===== config.mk =====
export PLATFORM = sky130hd
export DESIGN_NAME = trie_lpm_pipe
export DESIGN_NICKNAME = d
export VERILOG_FILES = /design/src/rtl/trie_pkg.sv /design/src/rtl/trie_node_mem.sv /design/src/rtl/trie_stage.sv /design/src/rtl/trie_rst_sync.sv /design/src/rtl/trie_lpm_pipe.sv
export SDC_FILE = /design/constraint.sdc
export NUM_CORES = 2
export LEC_CHECK = 0
export BUFFER_PORTS_ARGS = -buffer_cell sky130_fd_sc_hd__buf_2
export CORE_ASPECT_RATIO = 0.5
export CORE_MARGIN = 3
export CORE_UTILIZATION = 27
export CTS_BUF_LIST = sky130_fd_sc_hd__clkbuf_4 sky130_fd_sc_hd__clkbuf_8
export DETAILED_ROUTE_END_ITERATION = 8
export PLACE_DENSITY = 0.45
export SYNTH_ARGS = -nofsm -noshare
export SYNTH_HDL_FRONTEND = slang
export SYNTH_MEMORY_MAX_BITS = 65536
export SYNTH_SLANG_ARGS = --single-unit

===== constraint.sdc =====
create_clock -name clk -period 1.4 [get_ports clk]
set_input_delay 0.07 -clock clk [delete_from_list [all_inputs] [get_ports clk]]
set_output_delay 0.07 -clock clk [all_outputs]
set_load 0.02 [all_outputs]

===== src/rtl/trie_pkg.sv =====
package trie_pkg;

  typedef enum logic [1:0] {
    WALK_ACTIVE = 2'd0,
    WALK_HIT    = 2'd1,
    WALK_MISS   = 2'd2
  } walk_state_e;

  function automatic int max_int(input int a, input int b);
    return (a > b) ? a : b;
  endfunction

endpackage


===== src/rtl/trie_node_mem.sv =====
module trie_node_mem #(
  parameter int WORD_W = 9,
  parameter int IDX_W  = 4,
  localparam int DEPTH = 2 ** IDX_W
) (
  input  logic              clk,
  input  logic              rst_n,
  input  logic              we,
  input  logic [IDX_W-1:0]  waddr,
  input  logic [WORD_W-1:0] wdata,
  input  logic [IDX_W-1:0]  raddr,
  output logic [WORD_W-1:0] rdata
);

  logic [WORD_W-1:0] mem_q [DEPTH];

  // write port: takes effect at the clock edge, so a read in the same
  // cycle still sees the previous word
  always_ff @(posedge clk) begin
    if (we) begin
      mem_q[waddr] <= wdata;
    end
  end

  // lookup read port
  assign rdata = mem_q[raddr];

  // a word written in one cycle is returned to a read of it in the next
  p_wr_visible_r7: assert property (@(posedge clk) disable iff (!rst_n)
    ($past(we) && (raddr == $past(waddr))) |-> (rdata == $past(wdata)));

endmodule


===== src/rtl/trie_stage.sv =====
module trie_stage
  import trie_pkg::*;
#(
  parameter int ADDR_W   = 32,
  parameter int PTR_W    = 3,
  parameter int NH_W     = 8,
  parameter int STAGE_ID = 0,
  localparam int IDX_W   = PTR_W + 1,
  localparam int PAY_W   = max_int(PTR_W, NH_W),
  localparam int WORD_W  = PAY_W + 1,
  localparam int BIT_POS = ADDR_W - 1 - STAGE_ID,
  localparam bit IS_LAST = (STAGE_ID == ADDR_W - 1)
) (
  input  logic              clk,
  input  logic              rst_n,
  input  logic              in_valid,
  input  logic [ADDR_W-1:0] in_addr,
  input  walk_state_e       in_state,
  input  logic [PTR_W-1:0]  in_ptr,
  input  logic [NH_W-1:0]   in_nh,
  input  logic              wr_en,
  input  logic [IDX_W-1:0]  wr_index,
  input  logic              wr_leaf,
  input  logic [PAY_W-1:0]  wr_payload,
  output logic              out_valid,
  output logic [ADDR_W-1:0] out_addr,
  output walk_state_e       out_state,
  output logic [PTR_W-1:0]  out_ptr,
  output logic [NH_W-1:0]   out_nh
);

  logic [IDX_W-1:0]  rd_idx;
  logic [WORD_W-1:0] rd_word;
  logic              rd_leaf;
  logic [PAY_W-1:0]  rd_pay;
  logic [PTR_W-1:0]  rd_child;

  walk_state_e       nxt_state;
  logic [PTR_W-1:0]  nxt_ptr;
  logic [NH_W-1:0]   nxt_nh;

  // sibling pair chosen by the incoming pointer, side by this stage's bit
  assign rd_idx = {in_ptr, in_addr[BIT_POS]};

  trie_node_mem #(
    .WORD_W (WORD_W),
    .IDX_W  (IDX_W)
  ) node_mem_i (
    .clk   (clk),
    .rst_n (rst_n),
    .we    (wr_en),
    .waddr (wr_index),
    .wdata ({wr_leaf, wr_payload}),
    .raddr (rd_idx),
    .rdata (rd_word)
  );

  assign rd_leaf  = rd_word[PAY_W];
  assign rd_pay   = rd_word[PAY_W-1:0];
  assign rd_child = rd_pay[PTR_W-1:0];

  // next-state: resolve on a leaf, a null pointer or the last level
  always_comb begin
    nxt_state = in_state;
    nxt_ptr   = in_ptr;
    nxt_nh    = in_nh;
    if (in_state == WALK_ACTIVE) begin
      if (rd_leaf) begin
        nxt_state = WALK_HIT;
        nxt_nh    = rd_pay[NH_W-1:0];
      end else if ((rd_child == '0) || IS_LAST) begin
        nxt_state = WALK_MISS;
        nxt_nh    = '0;
      end else begin
        nxt_ptr   = rd_child;
      end
    end
  end

  // register: valid is reset, the token is loaded only under its enable
  always_ff @(posedge clk or negedge rst_n) begin
    if (!rst_n) begin
      out_valid <= 1'b0;
    end else begin
      out_valid <= in_valid;
    end
  end

  always_ff @(posedge clk) begin
    if (in_valid) begin
      out_addr  <= in_addr;
      out_state <= nxt_state;
      out_ptr   <= nxt_ptr;
      out_nh    <= nxt_nh;
    end
  end

  // a token resolved upstream passes this stage untouched
  p_carry_r4: assert property (@(posedge clk) disable iff (!rst_n)
    (in_valid && (in_state != WALK_ACTIVE)) |=>
      ((out_state == $past(in_state)) && (out_nh == $past(in_nh))));

  // a leaf read turns an active walk into a hit with the leaf payload
  p_leaf_hit_r3: assert property (@(posedge clk) disable iff (!rst_n)
    (in_valid && (in_state == WALK_ACTIVE) && rd_leaf) |=>
      ((out_state == WALK_HIT) && (out_nh == $past(rd_pay[NH_W-1:0]))));

  // an inner word with a null pair index ends the walk as a miss
  p_null_miss_r5: assert property (@(posedge clk) disable iff (!rst_n)
    (in_valid && (in_state == WALK_ACTIVE) && !rd_leaf && (rd_child == '0)) |=>
      ((out_state == WALK_MISS) && (out_nh == '0)));

endmodule


===== src/rtl/trie_rst_sync.sv =====
module trie_rst_sync (
  input  logic clk,
  input  logic rst_n,
  output logic rst_n_sync
);

  logic stage_q;

  always_ff @(posedge clk or negedge rst_n) begin
    if (!rst_n) begin
      stage_q    <= 1'b0;
      rst_n_sync <= 1'b0;
    end else begin
      stage_q    <= 1'b1;
      rst_n_sync <= stage_q;
    end
  end

endmodule


===== src/rtl/trie_lpm_pipe.sv =====
module trie_lpm_pipe
  import trie_pkg::*;
#(
  parameter int ADDR_W  = 32,
  parameter int PTR_W   = 3,
  parameter int NH_W    = 8,
  localparam int IDX_W  = PTR_W + 1,
  localparam int PAY_W  = max_int(PTR_W, NH_W),
  localparam int SEL_W  = $clog2(ADDR_W)
) (
  input  logic              clk,
  input  logic              rst_n,
  input  logic              in_valid,
  input  logic [ADDR_W-1:0] in_addr,
  input  logic              wr_en,
  input  logic [SEL_W-1:0]  wr_stage,
  input  logic [IDX_W-1:0]  wr_index,
  input  logic              wr_leaf,
  input  logic [PAY_W-1:0]  wr_payload,
  output logic              out_valid,
  output logic [NH_W-1:0]   out_nh,
  output logic              out_miss
);

  localparam int STAGES = ADDR_W;

  logic              rst_n_sync;
  logic              stg_valid [STAGES+1];
  logic [ADDR_W-1:0] stg_addr  [STAGES+1];
  walk_state_e       stg_state [STAGES+1];
  logic [PTR_W-1:0]  stg_ptr   [STAGES+1];
  logic [NH_W-1:0]   stg_nh    [STAGES+1];
  logic              unused_tail;

  trie_rst_sync rst_sync_i (
    .clk        (clk),
    .rst_n      (rst_n),
    .rst_n_sync (rst_n_sync)
  );

  // every lookup enters at the root pair with an active walk
  assign stg_valid[0] = in_valid;
  assign stg_addr[0]  = in_addr;
  assign stg_state[0] = WALK_ACTIVE;
  assign stg_ptr[0]   = '0;
  assign stg_nh[0]    = '0;

  for (genvar k = 0; k < STAGES; k++) begin : g_level
    logic lvl_wr;
    assign lvl_wr = wr_en && (wr_stage == SEL_W'(k));

    trie_stage #(
      .ADDR_W   (ADDR_W),
      .PTR_W    (PTR_W),
      .NH_W     (NH_W),
      .STAGE_ID (k)
    ) stage_i (
      .clk        (clk),
      .rst_n      (rst_n_sync),
      .in_valid   (stg_valid[k]),
      .in_addr    (stg_addr[k]),
      .in_state   (stg_state[k]),
      .in_ptr     (stg_ptr[k]),
      .in_nh      (stg_nh[k]),
      .wr_en      (lvl_wr),
      .wr_index   (wr_index),
      .wr_leaf    (wr_leaf),
      .wr_payload (wr_payload),
      .out_valid  (stg_valid[k+1]),
      .out_addr   (stg_addr[k+1]),
      .out_state  (stg_state[k+1]),
      .out_ptr    (stg_ptr[k+1]),
      .out_nh     (stg_nh[k+1])
    );
  end

  assign out_valid   = stg_valid[STAGES];
  assign out_nh      = stg_nh[STAGES];
  assign out_miss    = (stg_state[STAGES] == WALK_MISS);
  assign unused_tail = ^{stg_addr[STAGES], stg_ptr[STAGES]};

  // nothing leaves the last stage still walking
  p_resolved_r4: assert property (@(posedge clk) disable iff (!rst_n_sync)
    out_valid |-> (stg_state[STAGES] != WALK_ACTIVE));

  // a miss always reports next-hop index zero
  p_miss_zero_r5: assert property (@(posedge clk) disable iff (!rst_n_sync)
    (out_valid && out_miss) |-> (out_nh == '0));

endmodule


## After elaboration in Yosys (flattened, before gate mapping)

Memories as Yosys holds them, arrays and structs flattened. A register that Yosys moved wholly into a read port is not among the register bits.
Index checks and enable logic that the tools add are counted.

- Bits in writable memories: 4608
- Flip-flop bits (word level): 943
- Bits of input ports: 54
- Memories kept: 32

- Mux-type cells: 369
- Equal/unequal tests: 32
- Reduce and logical (&&, ||, !) cells: 96

Memory list:

| name | depth | bits a word | rd ports | clocked after memory_dff | wr ports | RTL line | RTL |
|---|---|---|---|---|---|---|---|
| g_level[0].stage_i.node_mem_i.mem_q | 16 | 9 | 1 | 0 | 1 | trie_node_mem.sv:15 | `logic [WORD_W-1:0] mem_q [DEPTH];` |
| g_level[10].stage_i.node_mem_i.mem_q | 16 | 9 | 1 | 1 | 1 | trie_node_mem.sv:15 |  |
| g_level[11].stage_i.node_mem_i.mem_q | 16 | 9 | 1 | 1 | 1 | trie_node_mem.sv:15 |  |
| g_level[12].stage_i.node_mem_i.mem_q | 16 | 9 | 1 | 1 | 1 | trie_node_mem.sv:15 |  |
| g_level[13].stage_i.node_mem_i.mem_q | 16 | 9 | 1 | 1 | 1 | trie_node_mem.sv:15 |  |
| g_level[14].stage_i.node_mem_i.mem_q | 16 | 9 | 1 | 1 | 1 | trie_node_mem.sv:15 |  |
| +26 memories | -- | -- | -- | -- | -- | -- |  |

Operator list:

| cell | number |
|---|---|
| 2-to-1 mux 8 bit | 92 |
| 2-to-1 mux 3 bit | 90 |
| 2-to-1 mux 2 bit | 93 |
| 2-to-1 mux 4 bit | 30 |
| logical NOT 3 bit | 31 |
| == test 5 bit, second input constant | 16 |
| 2-to-1 mux 1 bit | 64 |
| logical NOT 2 bit | 31 |
| == test 5 x 4 -> 1 bit, second input constant | 8 |
| logical AND 1 bit | 32 |
| == test 5 x 3 -> 1 bit, second input constant | 4 |
| == test 5 x 2 -> 1 bit, second input constant | 2 |
| == test 5 x 1 -> 1 bit, second input constant | 1 |
| logical NOT 5 bit | 1 |
| == test 2 bit, second input constant | 1 |
| OR reduction 2 bit | 1 |

## Logic depth before layout (Yosys ltp)

An unclocked memory read counts as a cell.

- Depth in word-level cells: 6
- Mapped depth: 8

## Hierarchy

From an unflattened synthesis, not the netlist that was laid out.

- Cell total of the unflattened synthesis: 10171
- Area total of the unflattened synthesis: 229679.0 um^2

By module, submodules not included:

| module | sequential area each (um^2) | times used | area each (um^2) | cells an instance |
|---|---|---|---|---|
| trie_node_mem | 4324.1 | 32 | 5600.4 | 245 |
| trie_stage (g_level[0].stage_i ...) | 1376.3 | 31 | 1567.8 | 71 |
| trie_stage (g_level[31].stage_i) | 1376.3 | 1 | 1569.0 | 78 |
| trie_lpm_pipe | 0.0 | 1 | 244.0 | 49 |
| trie_rst_sync | 50.0 | 1 | 53.8 | 3 |

## Least setup slack after synthesis

No wires, ideal clock.

- Path kind: register to register
- Start: register with a tool-made name
- End: register g_level[10].stage_i.out_ptr[0] (data pin)
- Clock period less this slack: 2631 ps
- Arrival: 2369 ps
- Path buffers: 1
- Path slack: -1231 ps
- Required time: 1138 ps
- Cell stages (with the launch flop): 7
- Cells stage by stage: dfxtp_1 -> clkbuf_1 -> mux4_2 -> mux4_2 -> nor2_2 -> mux2_2 -> or2_2

RTL lines:

| what | RTL line | RTL |
|---|---|---|
| to (signal assigned) | trie_stage.sv:93 | `out_ptr <= nxt_ptr;` |
| to (decl) | trie_stage.sv:28 | `output logic [PTR_W-1:0] out_ptr,` |

## Final worst setup path

- Start: register g_level[0].stage_i.out_addr[30]
- End: register g_level[1].stage_i.out_nh[4] (data pin)

- Longest elaborated chain between the ends: 5

RTL lines:

| what | RTL line | RTL |
|---|---|---|
| from (decl) | trie_stage.sv:26 | `output logic [ADDR_W-1:0] out_addr,` |
| from (signal assigned) | trie_stage.sv:91 | `out_addr <= in_addr;` |
| memory read (16 x 9 bit) * | -- |  |
| logical NOT 3 bit | trie_stage.sv:71 | `end else if ((rd_child == '0) \|\| IS_LAST) begin` |
| 2-to-1 mux 8 bit | trie_stage.sv:71 |  |
| 2-to-1 mux 8 bit * | trie_stage.sv:68 | `if (rd_leaf) begin` |
| 2-to-1 mux 8 bit * | trie_stage.sv:67 | `if (in_state == WALK_ACTIVE) begin` |
| via g_level[1].stage_i.nxt_nh[4] | trie_stage.sv:40 | `logic [NH_W-1:0] nxt_nh;` |
| to (signal assigned) | trie_stage.sv:94 | `out_nh <= nxt_nh;` |
| to (decl) | trie_stage.sv:29 | `output logic [NH_W-1:0] out_nh` |

The timed path passes the listed nets; every way through them passes the cells marked *.
A chain may end at the register's enable or synchronous reset.

==> impl.org <==
** Min path
- The startpoint identified for the worst hold timing path is in_addr[7].
- The min-delay analysis places its worst path in the category in2reg.
- The worst hold path was traced through 3 stages.
- The worst hold path terminates at g_level[0].stage_i.out_addr[7].

** Die
- Number of core rows :: about 230
- The floorplan step set the die width to about 1300 um.
- The die covers roughly 0.8 mm2.
- Total core area :: roughly 0.78 mm2
- Die height :: 633 um
- Initial Util :: about 27%
- For this design the top-level I/O count stands at 64.

** Critical path
- At the worst endpoint, the arrival time is ~3500 ps.
- By startpoint and endpoint, the worst setup path is classified as reg2reg.
- Register-to-register setup slack :: -1140 ps
- For the worst flop-to-flop path, the logic depth is 7.
- Launching point of the worst reg2reg path :: g_level[0].stage_i.out_addr[30]
- Type of element capturing the critical path :: register
- Critical path fanouts, max :: 9
- The endpoint identified for the worst register-to-register timing path is g_level[1].stage_i.out_nh[4].
- STA classifies the critical path startpoint as a register.
- Required time at the endpoint of the critical path :: 2330 ps

** Status
- Status :: finished, violations left
- Violated checks :: negative setup slack

** STA
- Fin crit share :: 181%
- # setup viols final :: 1800
- Count of pins over their slew limit :: 0
- Static timing analysis puts the maximum clock frequency at between 300 and 400 MHz.
- Worst slew pin tran :: about 1200 ps
- Unrepaired setup endpoints after global routing :: yes
- Worst max-slew margin expressed relative to the limit :: 23.0%
- For the final database, setup skew stands at roughly 90 ps.
- Worst hold slack after final layout :: 146 ps
- The final hold violation count was 0.
- Min Clock Period, post-route :: 2540 ps
- Setup slack on the critical path of the routed design comes to -1140 ps.

** Detailed routing
- After the first detailed-routing iteration, the DRC count stood at around 9k.
- Using the TritonRoute via totals, the vias-per-cell ratio works out to roughly 4.5.
- Overall routed net length :: between 500000 and 600000 um
- Routed length per instance :: 24.8 um
- Once detail routing completed, the nets flagged for antenna violations numbered 0.
- Detailed-router iteration count before antenna repair :: 5
- Routed vias :: about 110k
- In the routed design, unresolved DRC markers number 0.

** Pwr
- Power comes to just under 400 mW.
- For this design the total switching power over the nets is 104 mW.
- Registers are responsible for about half of the overall power.
- Worst ir drop on vdd :: 0.863 mV
- Pwr dens :: between 1000 and 1500 mW/mm2
- In this run switching power makes up a little over a quarter of total power.
- The analysis attributes to cell leakage a power of about 91 nW.
- Combinational fraction of design power :: 17.8%
- The clock network accounts for 33.9% of the total power.
- The internal power of the cells totals between 200 and 300 mW.

** Yosys
- Post-synthesis register bit count :: approximately 5.5k
- Yosys mapped the design onto 68 distinct sky130hd cell types.
- Post-Syn Area :: 0.213 mm2
- For this run, the leading register cell type out of synthesis is sky130_fd_sc_hd__edfxtp_1.
- Avg Cell Area, Syn :: ~21 um2
- When the netlist entered floorplanning its net count stood at between 10k and 15k.
- Of all flip-flops after synthesis, the portion carrying an async set or reset was less than 1%.
- Counting flops with a built-in enable in the synthesized netlist gives approximately 5.4k.
- During synthesis, Yosys emitted a total of 0 warnings.
- Synthesis produced about 10k cells.
- Sequential cell area fraction in the yosys report :: 77.7%

** Final layout
- Most common cell after layout, fill and taps aside :: sky130_fd_sc_hd__edfxtp_1
- Layout Cell Area excl Fill :: ~0.28 mm2
- Compared with the post-synthesis result, the final layout area differs by 29.7%.
- Fraction of final layout cells sized beyond drive strength 1 :: a little under half
- For this run, the post-layout net count is around 13k.
- Most frequent cells in the layout :: 5391 x sky130_fd_sc_hd__edfxtp_1, 1360 x sky130_fd_sc_hd__buf_4, 1207 x sky130_fd_sc_hd__mux4_2, 903 x sky130_fd_sc_hd__clkbuf_8, 661 x sky130_fd_sc_hd__buf_12
- At the end of the flow the core is filled with cells to 35.3%.
- Number of inserted filler cells in the final layout :: 72.4k

** CTS
- Clock-pin slew was measured on the worst setup and hold paths at 70 ps.
- TritonCTS created slightly below 900 clock buffers.
- CTS saw around 5.5k sinks.
- The clock passes through at most 5 buffers.
- The H-tree generated during clock tree synthesis spans 6 levels.
- Worst-Skew Late Latency :: 1230 ps
- TritonCTS built the clock tree.
- CTS placed an instance of sky130_fd_sc_hd__clkbuf_8 at the clock tree root.

** Place
- After detailed placement, the total cell area comes to ~0.25 mm2.
- During placement, the flow inserted port buffers numbering 63.
- Post-DP HPWL :: approximately 390000 um
- At the end of routability-driven placement, the weighted congestion stood at about 0.8.
- OpenSTA, run right after detailed placement, puts the worst setup slack at -1240 ps.

** Flow run
- The tool flagged a number of max-cap violations equal to 0.

** Global route
- First-pass GRT wire length :: approximately 850000 um
- Vias in the first global route :: about 110k
- Largest net degree at the start of global routing :: 87
- Global routing used around 15% of the available tracks across all layers.
- Initial antenna violation count :: 34
- Total overflow reported by the global router :: 0
==> logic make-up after synthesis <==
family / Yosys count / synth area share [%]
muxes: 1660 / 15.0
buffers and inverters: 535 / 1.15
AOI/OAI and AO/OA: 758 / 2.68
and+or+nand+nor: 1485 / 3.44
other: 1 / 0.00176
DFF: 5545 / 77.7
==> layer usage <==
layer / global-route usage (%) / part of all wire, %
met1: 20.5 / 46
met2: 23.9 / 48
met3: 2.38 / 4.3
met4: 3.52 / 2.1
met5: 0 / 0
==> cells in the mapped netlist, drive strengths merged, types with 4 or more instances <==
cell        n  area, um2
a21o       19        143
a21oi       4       20.0
a221o       9       91.3
a221oi     13        262
a22o       43        377
a22oi     247       1850
a31o       90        788
a31oi      33        206
a41o       11        110
and2       38        239
and3       55        344
and4       17        149
buf       259       1380
clkbuf    218        848
dfrtp      34        851
dfxtp     120       2400
edfxtp   5391     162000
inv        57        214
mux2      109       1230
mux2i     343       3470
mux4     1208      27200
nand2     344       1290
nand2b     23        144
nand3       9       45.0
nand4      49        384
nor2      656       2560
nor2b      82        513
nor3       37        399
nor3b       5       37.5
nor4b      48        420
o2111ai     7       61.3
o211a       7       70.1
o211ai      8       60.1
o21ai     164        821
o21bai     20        150
o22ai       9       56.3
o31a       54        473
o31ai      17        128
or2       119        744
==> stage by stage <==
step / setup TNS [ps] / cells
finish: -718900 / 23900
global route: -669730 / 23900
CTS: -740770 / 23800
detailed placement: -2086440 / 21900
global placement: -2071510 / 21900
floorplan: -597950 / 9984
==> critical path, stage by stage (launching register included) <==
cell	delay, ps
sky130_fd_sc_hd__edfxtp_1	400
sky130_fd_sc_hd__buf_12	150
sky130_fd_sc_hd__mux4_2	500
sky130_fd_sc_hd__a22o_1	250
sky130_fd_sc_hd__a221o_1	350
sky130_fd_sc_hd__nor4_4	320
sky130_fd_sc_hd__buf_4	180
sky130_fd_sc_hd__o31ai_1	80
==> power groups by stage <==
stage	combinational [mW]	clock, mW	sequential (mW)
after CTS	67.2	139	192
after global placement	60.1	0	195
after detailed placement	60.5	0	195
after global routing	75.1	147	192
after floorplan	35.3	0	192
final	70.8	134	192
==> layout make-up <==
class                      instances  area (um2)  share of cell area (%)
clock inverter                   363        2110                   0.766
sequential                      5545      165000                    60.0
clock buffer                    1193       14600                    5.30
antenna                           11        27.5                 0.00998
tap                            10400       13000                    4.72
inverter                          58         218                  0.0790
timing repair buffer            2424       28100                    10.2
multi-input combinational       3914       52300                    19.0
==> sequential cells by signal, summed over array words and instances (netlist names), named ones only <==
signal,count
g_level.stage_i.node_mem_i.mem_q,4482
g_level.stage_i.out_addr,496
g_level.stage_i.out_nh,256
g_level.stage_i.out_ptr,93
g_level.stage_i.out_state,64
g_level.stage_i.out_valid,32
rst_sync_i.rst_n_sync,1
rst_sync_i.stage_q,1
==> worst max-delay path by stage <==
stage                                     from                        endpoint  slack (ps)  cells past startpoint
3_3_place_gp                          register                        register       -1190                      5
6_report       g_level[0].stage_i.out_addr[30]    g_level[1].stage_i.out_nh[4]       -1140                      7
3_5_place_dp                          register   g_level[2].stage_i.out_ptr[0]       -1240                      5
5_1_grt        g_level[0].stage_i.out_addr[30]    g_level[1].stage_i.out_nh[7]       -1250                      7
4_1_cts        g_level[0].stage_i.out_addr[30]    g_level[1].stage_i.out_nh[4]       -1150                      7
2_1_floorplan                         register  g_level[10].stage_i.out_ptr[0]        -980                      6
==> what timing repair did <==
action                                  CTS  global route
endpoints found under the hold margin  8674           125
setup endpoints to repair               500          2051
gates cloned                             29            20
gates resized for setup                 603           467
buffers inserted                        140            98
hold buffers                            133             2
pin swaps                               240           231
(Power assumes the default switching activity.)
